File: src/rtl/xp_pkg.sv
// Shared encodings for the code block slot expander.
// Assumes 32-bit slots, with the major opcode in the top five bits.
package xp_pkg;
    localparam int unsigned OP_W     = 5;
    localparam logic [4:0]  OP_OPR   = 5'b01010;
    localparam logic [4:0]  OP_LONG  = 5'b11111;
    localparam int unsigned PAIR_BIT = 16;

    // True when the major opcode marks the start of a long instruction.
    function automatic logic is_long(input logic [OP_W-1:0] op);
        return op == OP_LONG;
    endfunction

    // True when the slot is two 16-bit instructions.
    function automatic logic is_pair(input logic [OP_W-1:0] op, input logic pbit);
        return !is_long(op) && pbit;
    endfunction

    // True for a single 32-bit two-address operate instruction.
    function automatic logic is_opr(input logic [OP_W-1:0] op, input logic pbit);
        return !pbit && (op == OP_OPR);
    endfunction
endpackage

File: src/rtl/xp_slot_decode.sv
// Decodes the item for the current slot and phase of a held block.
// Phase 0 is the slot's own instruction, or the upper half of a pair.
// Phase 1 is the lower half of a pair, or the duplicate named by the pointer.
// Assumes nres < NSLOT and that the cursor never points past the last instruction slot.
module xp_slot_decode
    import xp_pkg::*;
#(
    parameter int unsigned SLOT_W = 32,
    parameter int unsigned NSLOT  = 8,
    parameter int unsigned IDX_W  = 3
) (
    input  logic [SLOT_W*NSLOT-1:0] blk,
    input  logic [IDX_W-1:0]        nres,
    input  logic [IDX_W-1:0]        cur,
    input  logic                    second,
    output logic [SLOT_W-1:0]       word,
    output logic                    half,
    output logic                    long_ins,
    output logic                    dup,
    output logic [IDX_W-1:0]        src,
    output logic                    more,
    output logic                    err
);
    localparam int unsigned HALF_W = SLOT_W / 2;

    logic [SLOT_W-1:0] cw, pw;
    logic [IDX_W-1:0]  ptr, last, first_res;
    logic              c_long, c_pair, dup_req, legal, p_first, p_long, p_pair;

    // Classify the current slot and the slot its pointer names.
    always_comb begin
        cw        = blk[int'(cur)*SLOT_W +: SLOT_W];
        ptr       = cw[IDX_W-1:0];
        pw        = blk[int'(ptr)*SLOT_W +: SLOT_W];
        last      = IDX_W'(NSLOT - 1) - nres;
        first_res = last + 1'b1;
        c_long    = is_long(cw[SLOT_W-1 -: OP_W]);
        c_pair    = is_pair(cw[SLOT_W-1 -: OP_W], cw[PAIR_BIT]);
        dup_req   = is_opr(cw[SLOT_W-1 -: OP_W], cw[PAIR_BIT]) && (cur != '0) && (ptr != '0);
        p_first   = (nres != '0) && (ptr == first_res);
        legal     = (ptr != cur) && ((ptr <= last) || p_first);
        p_long    = is_long(pw[SLOT_W-1 -: OP_W]);
        p_pair    = is_pair(pw[SLOT_W-1 -: OP_W], pw[PAIR_BIT]);
    end

    // Build the output item for the current phase.
    always_comb begin
        word     = cw;
        half     = 1'b0;
        long_ins = 1'b0;
        dup      = 1'b0;
        src      = cur;
        more     = 1'b0;
        err      = 1'b0;
        if (!second) begin
            if (c_pair) begin
                word = {{HALF_W{1'b0}}, cw[SLOT_W-1 -: HALF_W]};
                half = 1'b1;
                more = 1'b1;
            end else begin
                long_ins = c_long;
                more     = dup_req && legal;
                err      = dup_req && !legal;
            end
        end else if (c_pair) begin
            word = {{HALF_W{1'b0}}, cw[HALF_W-1:0]};
            half = 1'b1;
        end else begin
            dup = 1'b1;
            src = ptr;
            if (p_first || p_pair) begin
                word = {{HALF_W{1'b0}}, pw[SLOT_W-1 -: HALF_W]};
                half = 1'b1;
            end else begin
                word     = pw;
                long_ins = p_long;
            end
        end
    end
endmodule

File: src/rtl/xp_pimm_keep.sv
// Retains the most recent block that reserved pseudo-immediate space
// and serves one slot of it through a read port.
// Assumes ld is asserted only on the cycle a reserving block is taken.
module xp_pimm_keep #(
    parameter int unsigned SLOT_W = 32,
    parameter int unsigned NSLOT  = 8,
    parameter int unsigned IDX_W  = 3
) (
    input  logic                    clk,
    input  logic                    rst_n,
    input  logic                    ld,
    input  logic [SLOT_W*NSLOT-1:0] din,
    input  logic [IDX_W-1:0]        sel,
    output logic [SLOT_W-1:0]       dout
);
    logic [SLOT_W*NSLOT-1:0] store_q;

    // Capture the reserving block; clear on reset.
    always_ff @(posedge clk) begin
        if (!rst_n)  store_q <= '0;
        else if (ld) store_q <= din;
    end

    // Read port into the retained copy.
    always_comb dout = store_q[int'(sel)*SLOT_W +: SLOT_W];

    AST_KEEP_STABLE: assert property (@(posedge clk) disable iff (!rst_n)
        !ld |=> $stable(store_q));
endmodule

File: src/rtl/slot_expander.sv
// Code block slot expander: takes one block at a time and issues its
// instructions in slot order. Reserved slots are skipped, pairs are split,
// and pointer duplicates are inserted. The last reserving block is retained.
// Assumes a consumer with valid/ready; one block is held at a time.
module slot_expander
    import xp_pkg::*;
#(
    parameter int unsigned SLOT_W = 32,
    parameter int unsigned NSLOT  = 8
) (
    input  logic                    clk,
    input  logic                    rst_n,
    input  logic                    blk_valid,
    output logic                    blk_ready,
    input  logic [SLOT_W*NSLOT-1:0] blk_data,
    output logic                    ins_valid,
    input  logic                    ins_ready,
    output logic [SLOT_W-1:0]       ins_word,
    output logic                    ins_half,
    output logic                    ins_long,
    output logic                    ins_dup,
    output logic [$clog2(NSLOT)-1:0] ins_slot,
    output logic                    dup_err,
    output logic [$clog2(NSLOT)-1:0] dup_err_slot,
    input  logic [$clog2(NSLOT)-1:0] pimm_sel,
    output logic [SLOT_W-1:0]       pimm_word
);
    localparam int unsigned IDX_W = $clog2(NSLOT);
    localparam int unsigned BLK_W = SLOT_W * NSLOT;

    logic [BLK_W-1:0] blk_q;
    logic [IDX_W-1:0] nres_q, cur_q, last, in_nres, err_slot_q;
    logic             busy_q, ph_q, err_q, accept, fire, d_more, d_err;

    // Handshake and the reservation count of an incoming block.
    always_comb begin
        blk_ready = !busy_q;
        ins_valid = busy_q;
        accept    = blk_valid && blk_ready;
        fire      = ins_valid && ins_ready;
        last      = IDX_W'(NSLOT - 1) - nres_q;
        in_nres   = is_opr(blk_data[SLOT_W-1 -: OP_W], blk_data[PAIR_BIT])
                    ? blk_data[IDX_W-1:0] : '0;
    end

    // Slot cursor and phase: load on accept, advance on each taken item.
    always_ff @(posedge clk) begin
        if (!rst_n) begin
            blk_q  <= '0;
            nres_q <= '0;
            cur_q  <= '0;
            ph_q   <= 1'b0;
            busy_q <= 1'b0;
        end else if (accept) begin
            blk_q  <= blk_data;
            nres_q <= in_nres;
            cur_q  <= '0;
            ph_q   <= 1'b0;
            busy_q <= 1'b1;
        end else if (fire) begin
            if (d_more) begin
                ph_q <= 1'b1;
            end else if (cur_q == last) begin
                busy_q <= 1'b0;
            end else begin
                cur_q <= cur_q + 1'b1;
                ph_q  <= 1'b0;
            end
        end
    end

    // One-cycle error pulse after an instruction with an illegal pointer is taken.
    always_ff @(posedge clk) begin
        if (!rst_n) begin
            err_q      <= 1'b0;
            err_slot_q <= '0;
        end else begin
            err_q <= fire && d_err;
            if (fire && d_err) err_slot_q <= cur_q;
        end
    end

    assign dup_err      = err_q;
    assign dup_err_slot = err_slot_q;

    xp_slot_decode #(.SLOT_W(SLOT_W), .NSLOT(NSLOT), .IDX_W(IDX_W)) u_dec (
        .blk      (blk_q),
        .nres     (nres_q),
        .cur      (cur_q),
        .second   (ph_q),
        .word     (ins_word),
        .half     (ins_half),
        .long_ins (ins_long),
        .dup      (ins_dup),
        .src      (ins_slot),
        .more     (d_more),
        .err      (d_err)
    );

    xp_pimm_keep #(.SLOT_W(SLOT_W), .NSLOT(NSLOT), .IDX_W(IDX_W)) u_keep (
        .clk   (clk),
        .rst_n (rst_n),
        .ld    (accept && (in_nres != '0)),
        .din   (blk_data),
        .sel   (pimm_sel),
        .dout  (pimm_word)
    );

    AST_HOLD_OUT: assert property (@(posedge clk) disable iff (!rst_n)
        ins_valid && !ins_ready |=> ins_valid && $stable(ins_word) && $stable(ins_slot) && $stable(ins_dup));
    AST_NO_RES_ISSUE: assert property (@(posedge clk) disable iff (!rst_n)
        ins_valid && !ins_dup |-> ins_slot <= last);
    AST_DUP_IN_RANGE: assert property (@(posedge clk) disable iff (!rst_n)
        ins_valid && ins_dup |-> (ins_slot <= last) || (ins_slot == last + 1'b1));
    AST_HALF_ZERO_TOP: assert property (@(posedge clk) disable iff (!rst_n)
        ins_valid && ins_half |-> ins_word[SLOT_W-1 -: SLOT_W/2] == '0);
    AST_ERR_NO_DUP: assert property (@(posedge clk) disable iff (!rst_n)
        dup_err |-> !(ins_valid && ins_dup));
endmodule

File: config.mk
export PLATFORM = sky130hd
export DESIGN_NAME = slot_expander
export DESIGN_NICKNAME = d
export VERILOG_FILES = /design/src/rtl/xp_pkg.sv /design/src/rtl/xp_slot_decode.sv /design/src/rtl/xp_pimm_keep.sv /design/src/rtl/slot_expander.sv
export SDC_FILE = /design/constraint.sdc
export NUM_CORES = 1
export LEC_CHECK = 0
export BUFFER_PORTS_ARGS = -buffer_cell sky130_fd_sc_hd__buf_2
export CORE_MARGIN = 10
export CORE_UTILIZATION = 43
export CTS_CLUSTER_DIAMETER = 120
export DETAILED_ROUTE_END_ITERATION = 10
export GPL_ROUTABILITY_DRIVEN = 0
export SYNTH_ARGS = -nofsm -noshare
export SYNTH_HDL_FRONTEND = slang
export SYNTH_HIERARCHICAL = 1
export SYNTH_SLANG_ARGS = --single-unit
File: constraint.sdc
create_clock -name clk -period 7.2 [get_ports clk]
set_input_delay 1.44 -clock clk [delete_from_list [all_inputs] [get_ports clk]]
set_output_delay 1.44 -clock clk [all_outputs]
set_load 0.03 [all_outputs]
; Word level (Yosys, flattened, before mapping)
; Index checks and enable logic that the tools add are counted.
[op_classes]
shifts = 3
mux = 27
bitwise_logic = 3
n_lt_le_gt_ge = 1
reduce_logical = 32
eq_ne = 9
add_sub_neg = 3
[op_table]
columns = op, n
row1 = $shiftx A256 B9 Y32, 3
row2 = $mux W32, 4
row3 = $mux W1, 20
row4 = $logic_and A1 B1 Y1, 14
row5 = $reduce_bool A3 Y1, 4
row6 = $eq A5 B4 Y1 const B, 2
row7 = $eq A5 B5 Y1 const B, 2
row8 = $mux W3, 3
row9 = $add A3 B1 Y3 const B, 2
row10 = $eq A3 B3 Y1, 2
row11 = $logic_not A1 Y1, 6
row12 = $reduce_and A3 Y1, 2
row13 = $ne A2 B2 Y1 const B, 2
row14 = $reduce_bool A2 Y1, 2
row15 = $le A3 B3 Y1, 1
row16 = $ne A3 B3 Y1, 1
row17 = $not A1 Y1, 3
row18 = $sub A3 B3 Y3 const A, 1
row19 = $logic_or A1 B1 Y1, 2
row20 = $reduce_and A2 Y1, 1
row21 = $reduce_or A2 Y1, 1
[word_totals]
register_bits = 524
out_inout_bits = 76

; Longest topological paths before layout
[logic_depth]
depth_word = 12
mapped_depth = 20
depth_no_buf = 15

; By module
; The synthesis kept the hierarchy.
[modules_own_cells]
columns = mod, cells_per_inst, seq_area_each_um2, area_per_inst_um2, n_inst
row1 = xp_pimm_keep, 939, 5124.9, 11654.9, 1
row2 = slot_expander, 1172, 5365.1, 9379.0, 1
row3 = xp_slot_decode, 764, 0.0, 5424.0, 1

; Worst setup path after synthesis
; No wires, ideal clock.
[synth_path]
kind = reg2out
from = register cur_q[0]
to = output ins_word[15]
required_time_ps = 5760
stages_incl_launch_ff = 14
t_arrival_ps = 3900
path_buffers = 4
slack_ps = 1860
cell_sequence = dfxtp_1 > buf_6 > mux2i_1 > a22o_2 > nor2_8 > inv_1 > buf_2 > buf_1 > clkbuf_1 > ha_1 > nor4_4 > a311o_1 > a21boi_0 > a221oi_1
[synth_via]
elab_chain_len = 9
elab_cells_between_ends = 15
cone_classes = eq/ne (3) / shift (2) / mux (4) / reduce/logical (6)
[synth_lines]
columns = item, line_no
row1 = "start, declared", slot_expander.sv:32  ; logic [IDX_W-1:0] nres_q, cur_q, last, in_nres, err_slot_q;
row2 = "start signal, assigned", slot_expander.sv:66  ; cur_q <= cur_q + 1'b1;
row3 = $shiftx A256 B9 Y32 *, xp_slot_decode.sv:32  ; cw = blk[int'(cur)*SLOT_W +: SLOT_W];
row4 = $shiftx A256 B9 Y32, xp_slot_decode.sv:34  ; pw = blk[int'(ptr)*SLOT_W +: SLOT_W];
row5 = $eq A5 B5 Y1, xp_pkg.sv:11  ; return op == OP_LONG;
row6 = $logic_not A1 Y1, xp_pkg.sv:16  ; return !is_long(op) && pbit;
row7 = $logic_and A1 B1 Y1, xp_pkg.sv:16
row8 = $logic_or A1 B1 Y1, xp_slot_decode.sv:71  ; if (p_first || p_pair) begin
row9 = $mux W32, xp_slot_decode.sv:71
row10 = $mux W32, xp_slot_decode.sv:65  ; end else if (c_pair) begin
row11 = $mux W32 *, xp_slot_decode.sv:55  ; if (!second) begin
row12 = "end, declared", slot_expander.sv:18  ; output logic [SLOT_W-1:0] ins_word,
; Mark *: on every way between the ends. The rest lies on a longest branch, timed or not.

; Worst setup path in the final report
[layout_path]
from = register cur_q[0]
to = output ins_word[12]
; The elaborated chain is that of the path after synthesis.

==> flow_summary.json <==
{
  "arrival_ps": 5510,
  "outcome": "completed",
  "synth-xor-area-share_pct": 0.199,
  "viasPerCell": 5.70,
  "yosysTopAreaCellShare_pct": 39.6,
  "multi_input_area_um2": 14700,
  "worst_setup_path_start_kind": "flip-flop",
  "p_total_mw": 6.91,
  "cap_violations": 0,
  "yosysWarnings": 6,
  "fillCellCount": 5691,
  "hpwl_um": 62700,
  "synthTopCellsByArea": "dfxtp_1 40%, mux2i_1 12%, nand2_1 11%",
  "drv_slew": 0,
  "vias": 22200,
  "rows": 90,
  "die_h_um": 268,
  "min_period_ps": 6950,
  "synth_edf_count": 0,
  "crit_start": "cur_q[0]$_SDFFE_PP0P_",
  "ant_nets": 0,
  "worstReg2RegStart": "cur_q[0]$_SDFFE_PP0P_",
  "cts_setup_buffers": 0,
  "grt_pass1_vias": 21500,
  "synth_cells": 2875,
  "initial_core_util_pct": 43.7,
  "cts-root-buf": "clkbuf_16",
  "yosys.area_share.simple_pct": 20.7,
  "cts_sinks": 524,
  "fin_util_pct": 49.7,
  "drive_gt1_share_pct": 20.3,
  "yosys-top-cells-count": "758 x nand2_1, 524 x dfxtp_1, 313 x mux2i_1, 281 x a21oi_1, 262 x nor2b_1",
  "htree_levels": 2,
  "required_ps": 5760,
  "hold_start": "blk_q[203]$_SDFFE_PN0P_",
  "grt_pass1_wl_um": 130000,
  "period_share_pct": 96.6,
  "synth.most_common_cell": "nand2_1",
  "critPathCaptureType": "primary output",
  "syn_area_um2": 26500,
  "insertion_delay_ps": 620,
  "grt_max_degree": 215,
  "drt_iter0_drc": 2274,
  "cts_tree": "yes",
  "grt_setup_unrepaired": "false",
  "regArea_um2": 10500,
  "clk_pin_slew_worst_paths_ps": 60,
  "wl_per_cell_um": 22.3,
  "peakVddDrop_mv": 0.188,
  "ys_seq_area_share_pct": 39.6,
  "numPortBuffers": 338,
  "synthAdderAreaFrac_pct": 0.284,
  "setup_viol": 0,
  "drc": 0,
  "synth_top_family_by_area": "multiplexers",
  "synth.largest_area_cell": "dfxtp_1",
  "cts_inserted_buffers": 57,
  "layout.nets": 3334,
  "syn_nets": 3144,
  "clock_path_buffers": 3,
  "grtUsageTotal_pct": 23.2,
  "cellPowerDensity_nw_per_um2": 230,
  "critPathMaxFanout": 32,
  "async_flop_share_pct": 0,
  "hold_buffers": 0,
  "core_area_um2": 60600,
  "power_leakage_nw": 11.0,
  "ios": 339,
  "critPathKind": "reg -> out",
  "grt_overflow_total": 0,
  "setup_tns_ps": 0,
  "avgSynthCellArea_um2": 9.20,
  "die_w_um": 268,
  "yosys_register_bits": 524,
  "antenna_found_initial": 17,
  "cts.repair.resized": 0,
  "drtPass1Iterations": 6,
  "syn_to_final_growth_pct": 13.8,
  "muxShareOfSynthArea_pct": 24.9,
  "tightest_slew_ps": 1300,
  "holdCritPathClass": "reg -> reg",
  "routed_wl_um": 86800,
  "fmax_mhz": 144,
  "finClkSkew_ps": 21.0,
  "yosysUniqueCellTypes": 82,
  "ys.flop_type": "dfxtp_1",
  "synth-compound-area-share_pct": 9.27,
  "max_slew_margin_pct": 13.5,
  "die_area_um2": 71900,
  "finalHoldViolCount": 0
}
## cell families (layout without fill, tap and decap cells)
logic type | Yosys count | count (layout)
AO/OA/AOI/OAI | 415 | 415
XOR/XNOR | 6 | 6
adder cells (fa/ha/maj) | 6 | 6
buffers and inverters | 249 | 481
flip-flops | 524 | 524
multiplexers | 479 | 479
other | 0 | 2
AND/OR/NAND/NOR | 1196 | 1197
## layout by cell type (no fill, tap or decap), drive strengths merged, types with 6 or more instances in the layout
cell type | synthesis | layout
clkinv | 1 | 16
nand2 | 760 | 760
o221a | 8 | 8
mux2i | 314 | 314
ha | 6 | 6
a2111oi | 6 | 6
mux4 | 124 | 124
inv | 12 | 16
a22oi | 14 | 14
mux2 | 41 | 41
a21boi | 8 | 8
clkbuf | 104 | 76
buf | 132 | 366
nand3 | 117 | 117
a21oi | 281 | 281
o2bb2ai | 13 | 13
nor2b | 262 | 262
dfxtp | 524 | 524
nor2 | 19 | 20
o21ai | 39 | 39
## final cells by class
type	count	area share, %
antenna	2	0.0166
timing repair buffer	366	6.48
inverter	13	0.208
tap	782	3.25
clock inverter	26	0.881
clock buffer	76	5.51
multi-input combinational	2103	48.8
sequential	524	34.9
## state kept, by name (all words and copies together) (netlist names)
register	flops
cur_q	3
blk_q	256
dup_err_slot	3
ins_valid	1
ph_q	1
u_keep/store_q	256
dup_err	1
nres_q	3
## through the flow
stage,area [um2],cells,hold slack (ps),setup WS [ps]
2_1_floorplan,26500,2875,442,1860
3_3_place_gp,28200,3787,455,1080
3_5_place_dp,28200,3787,463,905
4_1_cts,30100,3889,472,226
5_1_grt,30100,3891,489,60.6
6_report,30100,3892,471,245
## critical path: stages, from the launching register on
cell      delay [ps]
dfxtp_4          630
mux4_1           660
mux2i_4          780
inv_2            510
a21oi_1          500
nand3_1          140
nand4b_1         320
or2_2            180
nand3b_4         130
o22ai_2          260
a32oi_1          470
buf_2            280
## path summary, 6_finish.rpt
| path | slack (ps) | end | depth (start not counted) |
|---|---|---|---|
| min reg2reg | 470 | blk_q[203]$_SDFFE_PN0P_ | 2 |
| min | 470 | blk_q[203]$_SDFFE_PN0P_ | 2 |
| max reg2reg | 2370 | cur_q[2]$_SDFFE_PP0P_ | 13 |
| max | 250 | ins_word[12] | 11 |
## per-layer routing
metal,GRT usage [%],wire length [um],up-vias
li1,-,-,10400
met2,37.6,40300,844
met1,30.0,36200,10800
met5,0,144,-
met3,6.43,8000,147
met4,6.18,2250,24
## power breakdown
group	leakage (nW)	switching (mW)	internal [mW]	total, mW
registers	4.26	0.0908	2.99	3.08
logic	5.78	0.543	0.297	0.840
clock network	0.954	1.24	1.76	3.00
total	11.0	1.87	5.04	6.91
Power figures use the tool's default switching activity.
